## src/rtl/pcitgt_pkg.sv

```systemverilog
package pcitgt_pkg;

    typedef enum logic [1:0] {
        ST_IDLE = 2'd0,
        ST_DATA = 2'd1,
        ST_STOP = 2'd2,
        ST_SKIP = 2'd3
    } tgt_state_e;

    localparam logic [3:0] CMD_MEM_RD = 4'b0110;
    localparam logic [3:0] CMD_MEM_WR = 4'b0111;

    typedef struct packed {
        logic hit;
        logic write;
    } claim_t;

    typedef struct packed {
        tgt_state_e st;
        logic       rdy;
        logic       wr;
    } seq_view_t;

    function automatic logic even_par36(input logic [31:0] d, input logic [3:0] c);
        return ^{d, c};
    endfunction

    function automatic logic is_mem_cmd(input logic [3:0] c);
        return (c == CMD_MEM_RD) || (c == CMD_MEM_WR);
    endfunction

endpackage

```

## src/rtl/pcitgt_decode.sv

```systemverilog
module pcitgt_decode
    import pcitgt_pkg::*;
#(
    parameter logic [31:0] BAR_BASE = 32'h4000_0000,
    parameter int          WIN_BITS = 12
) (
    input  logic [31:WIN_BITS] tag,
    input  logic [3:0]         cmd,
    output claim_t             claim
);
    localparam logic [31:WIN_BITS] BASE_TAG = BAR_BASE[31:WIN_BITS];

    always_comb begin
        claim.hit   = is_mem_cmd(cmd) && (tag == BASE_TAG);
        claim.write = cmd[0];
    end
endmodule

```

## src/rtl/pcitgt_seq.sv

```systemverilog
module pcitgt_seq
    import pcitgt_pkg::*;
#(
    parameter int WIN_BITS   = 12,
    parameter int WAIT_LIMIT = 8
) (
    input  logic                  clk,
    input  logic                  rst,
    input  logic                  frame_n,
    input  logic                  irdy_n,
    input  logic [WIN_BITS-1:2]   start_word,
    input  claim_t                claim,
    input  logic                  be_ready,
    input  logic [31:0]           be_rdata,
    output seq_view_t             view,
    output logic [WIN_BITS-3:0]   word,
    output logic [31:0]           rdata,
    output logic                  be_req
);
    localparam int WORD_W = WIN_BITS - 2;
    localparam int CNT_W  = $clog2(WAIT_LIMIT + 1);
    localparam logic [CNT_W-1:0] CNT_LAST = CNT_W'(WAIT_LIMIT - 1);

    tgt_state_e          state_q;
    logic                rdy_q;
    logic                write_q;
    logic [WORD_W-1:0]   word_q;
    logic [CNT_W-1:0]    cnt_q;
    logic [31:0]         rdata_q;
    logic                xfer;
    logic                bus_idle;

    always_comb begin
        be_req   = (state_q == ST_DATA) && !rdy_q && (!write_q || !irdy_n);
        xfer     = (state_q == ST_DATA) && rdy_q && !irdy_n;
        bus_idle = frame_n && irdy_n;
    end

    always_ff @(posedge clk) begin
        if (rst) begin
            state_q <= ST_IDLE;
            rdy_q   <= 1'b0;
            write_q <= 1'b0;
            word_q  <= '0;
            cnt_q   <= '0;
            rdata_q <= '0;
        end else begin
            case (state_q)
                ST_IDLE: begin
                    if (!frame_n) begin
                        if (claim.hit) begin
                            state_q <= ST_DATA;
                            write_q <= claim.write;
                            word_q  <= start_word;
                            rdy_q   <= 1'b0;
                            cnt_q   <= '0;
                        end else begin
                            state_q <= ST_SKIP;
                        end
                    end
                end
                ST_DATA: begin
                    if (xfer) begin
                        rdy_q <= 1'b0;
                        cnt_q <= '0;
                        if (frame_n) state_q <= ST_IDLE;
                        else         word_q  <= word_q + WORD_W'(1);
                    end else if (be_req) begin
                        if (be_ready) begin
                            rdy_q <= 1'b1;
                            cnt_q <= '0;
                            if (!write_q) rdata_q <= be_rdata;
                        end else if (cnt_q == CNT_LAST) begin
                            state_q <= ST_STOP;
                            cnt_q   <= '0;
                        end else begin
                            cnt_q <= cnt_q + CNT_W'(1);
                        end
                    end
                end
                default: begin
                    if (bus_idle) state_q <= ST_IDLE;
                end
            endcase
        end
    end

    always_comb begin
        view.st  = state_q;
        view.rdy = rdy_q;
        view.wr  = write_q;
        word     = word_q;
        rdata    = rdata_q;
    end
endmodule

```

## src/rtl/pcitgt_parity.sv

```systemverilog
module pcitgt_parity
    import pcitgt_pkg::*;
(
    input  logic        clk,
    input  logic        rst,
    input  logic [31:0] data,
    input  logic [3:0]  lanes,
    input  logic        drive,
    output logic        par_out,
    output logic        par_oe
);
    always_ff @(posedge clk) begin
        if (rst) begin
            par_out <= 1'b0;
            par_oe  <= 1'b0;
        end else begin
            par_out <= even_par36(data, lanes);
            par_oe  <= drive;
        end
    end
endmodule

```

## src/rtl/pcitgt_engine.sv

```systemverilog
module pcitgt_engine
    import pcitgt_pkg::*;
#(
    parameter logic [31:0] BAR_BASE   = 32'h4000_0000,
    parameter int          WIN_BITS   = 12,
    parameter int          WAIT_LIMIT = 8
) (
    input  logic                clk,
    input  logic                rst,
    input  logic                frame_n,
    input  logic                irdy_n,
    input  logic [31:0]         ad_in,
    input  logic [3:0]          cbe_n_in,
    output logic [31:0]         ad_out,
    output logic                ad_oe,
    output logic                par_out,
    output logic                par_oe,
    output logic                devsel_n,
    output logic                trdy_n,
    output logic                stop_n,
    output logic                ctl_oe,
    output logic                be_req,
    output logic                be_we,
    output logic [WIN_BITS-1:0] be_addr,
    output logic [3:0]          be_ben,
    output logic [31:0]         be_wdata,
    input  logic [31:0]         be_rdata,
    input  logic                be_ready
);
    claim_t              claim;
    seq_view_t           view;
    logic [WIN_BITS-3:0] word;
    logic [31:0]         rdata;
    logic                in_data;
    logic                claimed;

    pcitgt_decode #(.BAR_BASE(BAR_BASE), .WIN_BITS(WIN_BITS)) u_dec (
        .tag   (ad_in[31:WIN_BITS]),
        .cmd   (cbe_n_in),
        .claim (claim)
    );

    pcitgt_seq #(.WIN_BITS(WIN_BITS), .WAIT_LIMIT(WAIT_LIMIT)) u_seq (
        .clk        (clk),
        .rst        (rst),
        .frame_n    (frame_n),
        .irdy_n     (irdy_n),
        .start_word (ad_in[WIN_BITS-1:2]),
        .claim      (claim),
        .be_ready   (be_ready),
        .be_rdata   (be_rdata),
        .view       (view),
        .word       (word),
        .rdata      (rdata),
        .be_req     (be_req)
    );

    always_comb begin
        in_data  = (view.st == ST_DATA);
        claimed  = in_data || (view.st == ST_STOP);
        devsel_n = !claimed;
        ctl_oe   = claimed;
        trdy_n   = !(in_data && view.rdy);
        stop_n   = !(view.st == ST_STOP);
        ad_oe    = in_data && !view.wr;
        ad_out   = rdata;
        be_we    = view.wr;
        be_addr  = {word, 2'b00};
        be_ben   = ~cbe_n_in;
        be_wdata = ad_in;
    end

    pcitgt_parity u_par (
        .clk     (clk),
        .rst     (rst),
        .data    (ad_out),
        .lanes   (cbe_n_in),
        .drive   (ad_oe),
        .par_out (par_out),
        .par_oe  (par_oe)
    );
endmodule

```

## config.mk

```make
export PLATFORM = sky130hd
export DESIGN_NAME = pcitgt_engine
export DESIGN_NICKNAME = d
export VERILOG_FILES = /design/src/rtl/pcitgt_pkg.sv /design/src/rtl/pcitgt_decode.sv /design/src/rtl/pcitgt_seq.sv /design/src/rtl/pcitgt_parity.sv /design/src/rtl/pcitgt_engine.sv
export SDC_FILE = /design/constraint.sdc
export NUM_CORES = 1
export LEC_CHECK = 0
export BUFFER_PORTS_ARGS = -buffer_cell sky130_fd_sc_hd__buf_2
export CELL_PAD_IN_SITES_DETAIL_PLACEMENT = 0
export CELL_PAD_IN_SITES_GLOBAL_PLACEMENT = 1
export CORE_MARGIN = 5
export CORE_UTILIZATION = 33
export DETAILED_ROUTE_END_ITERATION = 8
export HOLD_SLACK_MARGIN = 0.08
export PLACE_DENSITY = 0.83
export SETUP_SLACK_MARGIN = 0.3
export SLEW_MARGIN = 20
export SYNTH_ARGS = -nofsm -noshare
export SYNTH_HDL_FRONTEND = slang
export SYNTH_SLANG_ARGS = --single-unit
```

## constraint.sdc

```tcl
create_clock -name clk -period 5.05 [get_ports clk]
set_input_delay 0.505 -clock clk [delete_from_list [all_inputs] [get_ports clk]]
set_output_delay 0.505 -clock clk [all_outputs]
set_load 0.05 [all_outputs]
```

After elaboration in Yosys (flattened, before gate mapping)
Index checks and enable logic that the tools add are counted.

storage, ports and cells
  register bits = 52
  latch bits = 0
  bits in writable memories = 0
  memory bits (read-only) = 0
  input bits = 73
  output and inout bits = 89
  logic and storage cells = 82
  memories kept = 0

operators by class
  $add $sub $neg = 2
  multiply operators = 0
  div/mod/pow operators = 0
  magnitude comparators = 0
  equal/unequal tests = 15
  shift operators = 0
  multiplexer cells = 27
  bitwise logic cells = 4
  reductions and logical operators = 26

operators by type and width
  cell                                                                      number
  10-bit 2-to-1 mux                                                         4
  36-bit XOR reduction                                                      1
  4-bit 2-to-1 mux                                                          6
  20-bit by 19-bit equality test with 1-bit output (second input constant)  1
  10-bit case mux with 2 select lines                                       1
  2-bit 2-to-1 mux                                                          8
  5-bit AND reduction                                                       3
  4-bit by 3-bit equality test with 1-bit output (second input constant)    3
  10-bit by 1-bit adder with 10-bit output (second input constant)          1
  3-bit by 2-bit inequality test with 1-bit output (second input constant)  3
  4-bit case mux with 2 select lines                                        1
  1-bit logical AND                                                         7
  1-bit zero test                                                           6
  2-bit inequality test (second input constant)                             3
  6-bit AND reduction                                                       1
  1-bit 2-to-1 mux                                                          5
  4-bit by 1-bit adder with 4-bit output (second input constant)            1
  4-bit NOT                                                                 1
  2-bit case mux with 2 select lines                                        1
  4-bit AND reduction                                                       1
  1-bit logical OR                                                          3
  3-bit by 1-bit inequality test with 1-bit output (second input constant)  1
  3-bit inequality test (second input constant)                             1
  1-bit NOT                                                                 3
  other kinds (8)                                                           8

Depth between registers and ports, before layout
  depth after elaboration = 6
  mapped depth = 10
  depth with buffers taken out = 7

By module
From an unflattened synthesis, not the netlist that was laid out.

second synthesis, totals
  cell total of the unflattened synthesis = 384
  area total of the unflattened synthesis = 3111.7 µm²

modules (own cells, without submodules)
  module         instances  cells each  area each (µm²)  sequential area each (µm²)
  pcitgt_seq     1          288         2327.2           1001.0
  pcitgt_parity  1          38          379.1            40.0
  pcitgt_engine  1          47          331.6            0.0
  pcitgt_decode  1          11          73.8             0.0

Worst setup path before layout
No wires, ideal clock.

  path kind = register -> output
  from = register u_seq.state_q[1]
  to = output port be_req
  arrival time = 2.308 ns
  required time = 4.545 ns
  setup slack = 2.237 ns
  cell stages (with the launch flop) = 8
  path buffers = 3
  cell sequence = dfxtp_1 -> inv_1 -> ha_1 -> buf_2 -> inv_1 -> buf_2 -> buf_1 -> a211oi_1

on the way
  word-level cells in the longest chain between the ends = 3

RTL lines
  what                                            RTL line             RTL
  start: declaration                              pcitgt_seq.sv:24     tgt_state_e state_q;
  start signal: assignment                        pcitgt_seq.sv:41     state_q <= ST_IDLE;
  start signal: assignment                        pcitgt_seq.sv:52     state_q <= ST_DATA;
  start signal: assignment                        pcitgt_seq.sv:58     state_q <= ST_SKIP;
  2-bit by 1-bit equality test with 1-bit output  pcitgt_seq.sv:34     be_req = (state_q == ST_DATA) && !rdy_q && (!write_q || !irdy_n);
  1-bit logical AND (2 in series)                 pcitgt_seq.sv:34
  end: declaration                                pcitgt_engine.sv:22  output logic be_req,

No other way between the ends.

Worst setup path after layout
Same ends and word-level chain as after synthesis.

==> impl_metrics.ini <==
[power_and_ir_drop]
power_per_cell_area_nw_per_um2 = 465.5
total_power_mw = 1.732
max-vdd-ir-drop_mv = 0.2456
leakage_nw = 1.637

[grt]
grt_antenna_before_repair = 0
grtUsageTotal_pct = 14.57
grt_use_met1_pct = 17.58
grt_overflow = 0
first_global_vias = 2732
groute.layer.met2.usage_pct = 26.32
gr-max-usage-layer = met2
grt_start_max_net_pins = 54
first_pass_grt_wire_length_mm = 13.39
global_route.usage.met3_pct = 2.628

[floorplanning]
core_um2 = 8806
io_pins = 162
row_count = 34
die_w_um = 105.4
initial_core_util_pct = 34.09
dieArea_um2 = 11100
die_h_um = 105.4

[sta]
rsz0062_at_grt = false
finalSetupViolCount = 0
max_clock_skew_ps = 12.62
final_number_of_max_transition_violations = 0
timing.setup.tns_ps = 0
finalWorstSetupSlack_ps = 2087
min_period_ps = 2963
fin_hold_ws_ps = 417.2
timing_worst_slew_pin_value_ps = 1005
relSlewSlack_pct = 32.97
report.final.hold_viol_count = 0
fmaxAchievable_ghz = 0.3375
final_min_period_over_clock_period_pct = 58.67

[synthesis]
mean_instance_size_in_the_synthesized_netlist_um2 = 7.837
synth_async_sr_flop_share_pct = 0
number_of_synthesized_register_bits = 52
number_of_flops_mapped_to_enable_cells_by_yosys = 0
ys_top_cells_by_area = sky130_fd_sc_hd__dfxtp_1, sky130_fd_sc_hd__nand2_1, sky130_fd_sc_hd__buf_4
synth.distinct_cells = 45
netlist.top_cell.by_area = sky130_fd_sc_hd__dfxtp_1
synth_largest_type_area_fraction_pct = 34.68
synth_ff_type = sky130_fd_sc_hd__dfxtp_1
yosys_warnings = 0
netlist_instances = 383
synth.cell_area_um2 = 3002
synth_seq_area_share_pct = 34.68

[routing]
ant_nets = 0
routedWlPerCell_um = 14.11
detailedRoute.firstIterationViolations = 176
drt_first_pass_iters = 4
vias = 2931
wirelength_mm = 8.520
route.detailed.drc = 0
drt-vias-per-instance = 4.853

[cells_and_area]
num_antenna_cells = 0
final_cell_mix = sky130_fd_sc_hd__buf_2, sky130_fd_sc_hd__nand2_1, sky130_fd_sc_hd__dfxtp_1
drive_above_1_share_pct = 34.68
layout-area-overhead-vs-synth_pct = 23.93
finalNetCount = 576
commonest_non_fill_non_tap_cell_in_the_layout = sky130_fd_sc_hd__buf_2
finalCoreUtilization_pct = 42.24

[clock_tree]
clk_pin_slew_ps = 110
tritoncts.num_buffers = 5
cts.sink_count = 52
cts.hold.buffers_added = 0
cts_buffer_depth = 2
cts.htree.levels = 2
tritoncts = yes
cts_setup_buffers = 0
clk_root_buffer_cell = sky130_fd_sc_hd__clkbuf_8
ctsResizeCount = 0
insertion_delay_ps = 310

[place]
place.port_buffers = 155
dp.final_hpwl_mm = 6.542
post-place-ws_ps = 2204
place.gp.congestion = 0.7892

[worst_setup_path]
worst_ep_arrival_time_ps = 2460
worst_setup_path_category = reg2out
critical_path.slowest_cell = sky130_fd_sc_hd__ha_1
path_common_cell = sky130_fd_sc_hd__inv_1
cp_slowest_stage_delay_ps = 550
cp-end-kind = output pin
crit_path_cell_trace = inv_1, ha_1, inv_1, a211oi_1, buf_2
timing.critical_path.required_ps = 4550
worst-path-max-fanout = 22
startpoint_type = register

[min_path]
hold_path_class = in2reg

[run_status]
outcome = finished, final reports clean

[run]
drv.max_cap_violation_count = 0
[worst max-delay path: cells and delay by family (launching register included)]
kind                       cells  cell delay [ps]
DFF                            1              340
adders and majority gates      1              550
buffers and inverters          3              910
AOI/OAI and AO/OA              1              340
[path summary, 6_finish.rpt]
| kind | startpoint | end | slack (ps) | cells past startpoint |
|---|---|---|---|---|
| max | u_seq.state_q[1]$_SDFFE_PP0P_ | be_req | 2090 | 5 |
| min | be_rdata[2] | u_seq.rdata[2]$_SDFFE_PP0P_ | 420 | 3 |
| max reg2reg | u_seq.state_q[1]$_SDFFE_PP0P_ | u_seq.word[7]$_SDFFE_PP0P_ | 2130 | 6 |
| min reg2reg | u_seq.rdata[14]$_SDFFE_PP0P_ | u_seq.rdata[14]$_SDFFE_PP0P_ | 480 | 2 |
[state kept, by name, summed over array words and instances (netlist names)]
register,count
u_seq.rdata,32
u_seq.cnt_q,4
u_par.par_out,1
u_seq.state_q,2
u_par.par_oe,1
u_seq.rdy_q,1
u_seq.word,10
u_seq.write_q,1
[per-layer routing]
layer,up-vias,wire length (µm)
met5,-,0
met4,0,90
met3,6,541
met2,101,4279
met1,1326,3608
li1,1498,-
[through the flow]
stage	area, µm²	std cells
CTS	3716	604
detailed placement	3620	596
global placement	3593	594
global route	3720	604
floorplan	3005	384
finish	3720	604
[cell families after synthesis]
| family | Yosys count | share of synthesized area [%] |
|---|---|---|
| compound gates | 89 | 17.67 |
| xor+xnor | 30 | 9.671 |
| fa+ha+maj | 8 | 3.335 |
| buf+inv | 65 | 12.67 |
| flops | 52 | 34.68 |
| mux | 3 | 1.167 |
| other cells | 1 | 0.1249 |
| simple gates | 135 | 20.68 |
[area by class of cell]
| type | count | area, µm² |
|---|---|---|
| clock buffers | 5 | 68.82 |
| clock inverters | 3 | 27.53 |
| fillers | 918 | 5086 |
| inverters | 11 | 41.29 |
| multi-input cells | 267 | 1597 |
| flip-flops and latches | 52 | 1041 |
| well taps | 108 | 135.1 |
| repair buffers | 158 | 809.5 |
[where the power goes]
part / total (mW) / internal, mW / switching [mW]
clock: 0.253 / 0.102 / 0.151
combinational: 0.969 / 0.323 / 0.646
sequential: 0.509 / 0.464 / 0.0452
[cell usage after synthesis, drive strengths merged, types with 2 or more instances]
cell,instances
nand2,83
dfxtp,52
a21oi,44
buf,40
xnor2,25
o21ai,16
clkbuf,14
nand3,13
inv,11
ha,8
nor2,8
a311oi,4
a31oi,4
nand3b,4
nand4,4
nor2b,4
nor4,4
o211ai,4
o31ai,4
a211oi,3
nor3b,3
nor4b,3
xor2,3
and2,2
mux2i,2
nor3,2
o22ai,2
o2bb2ai,2
or2,2
xnor3,2
Power figures use the tool's default switching activity.
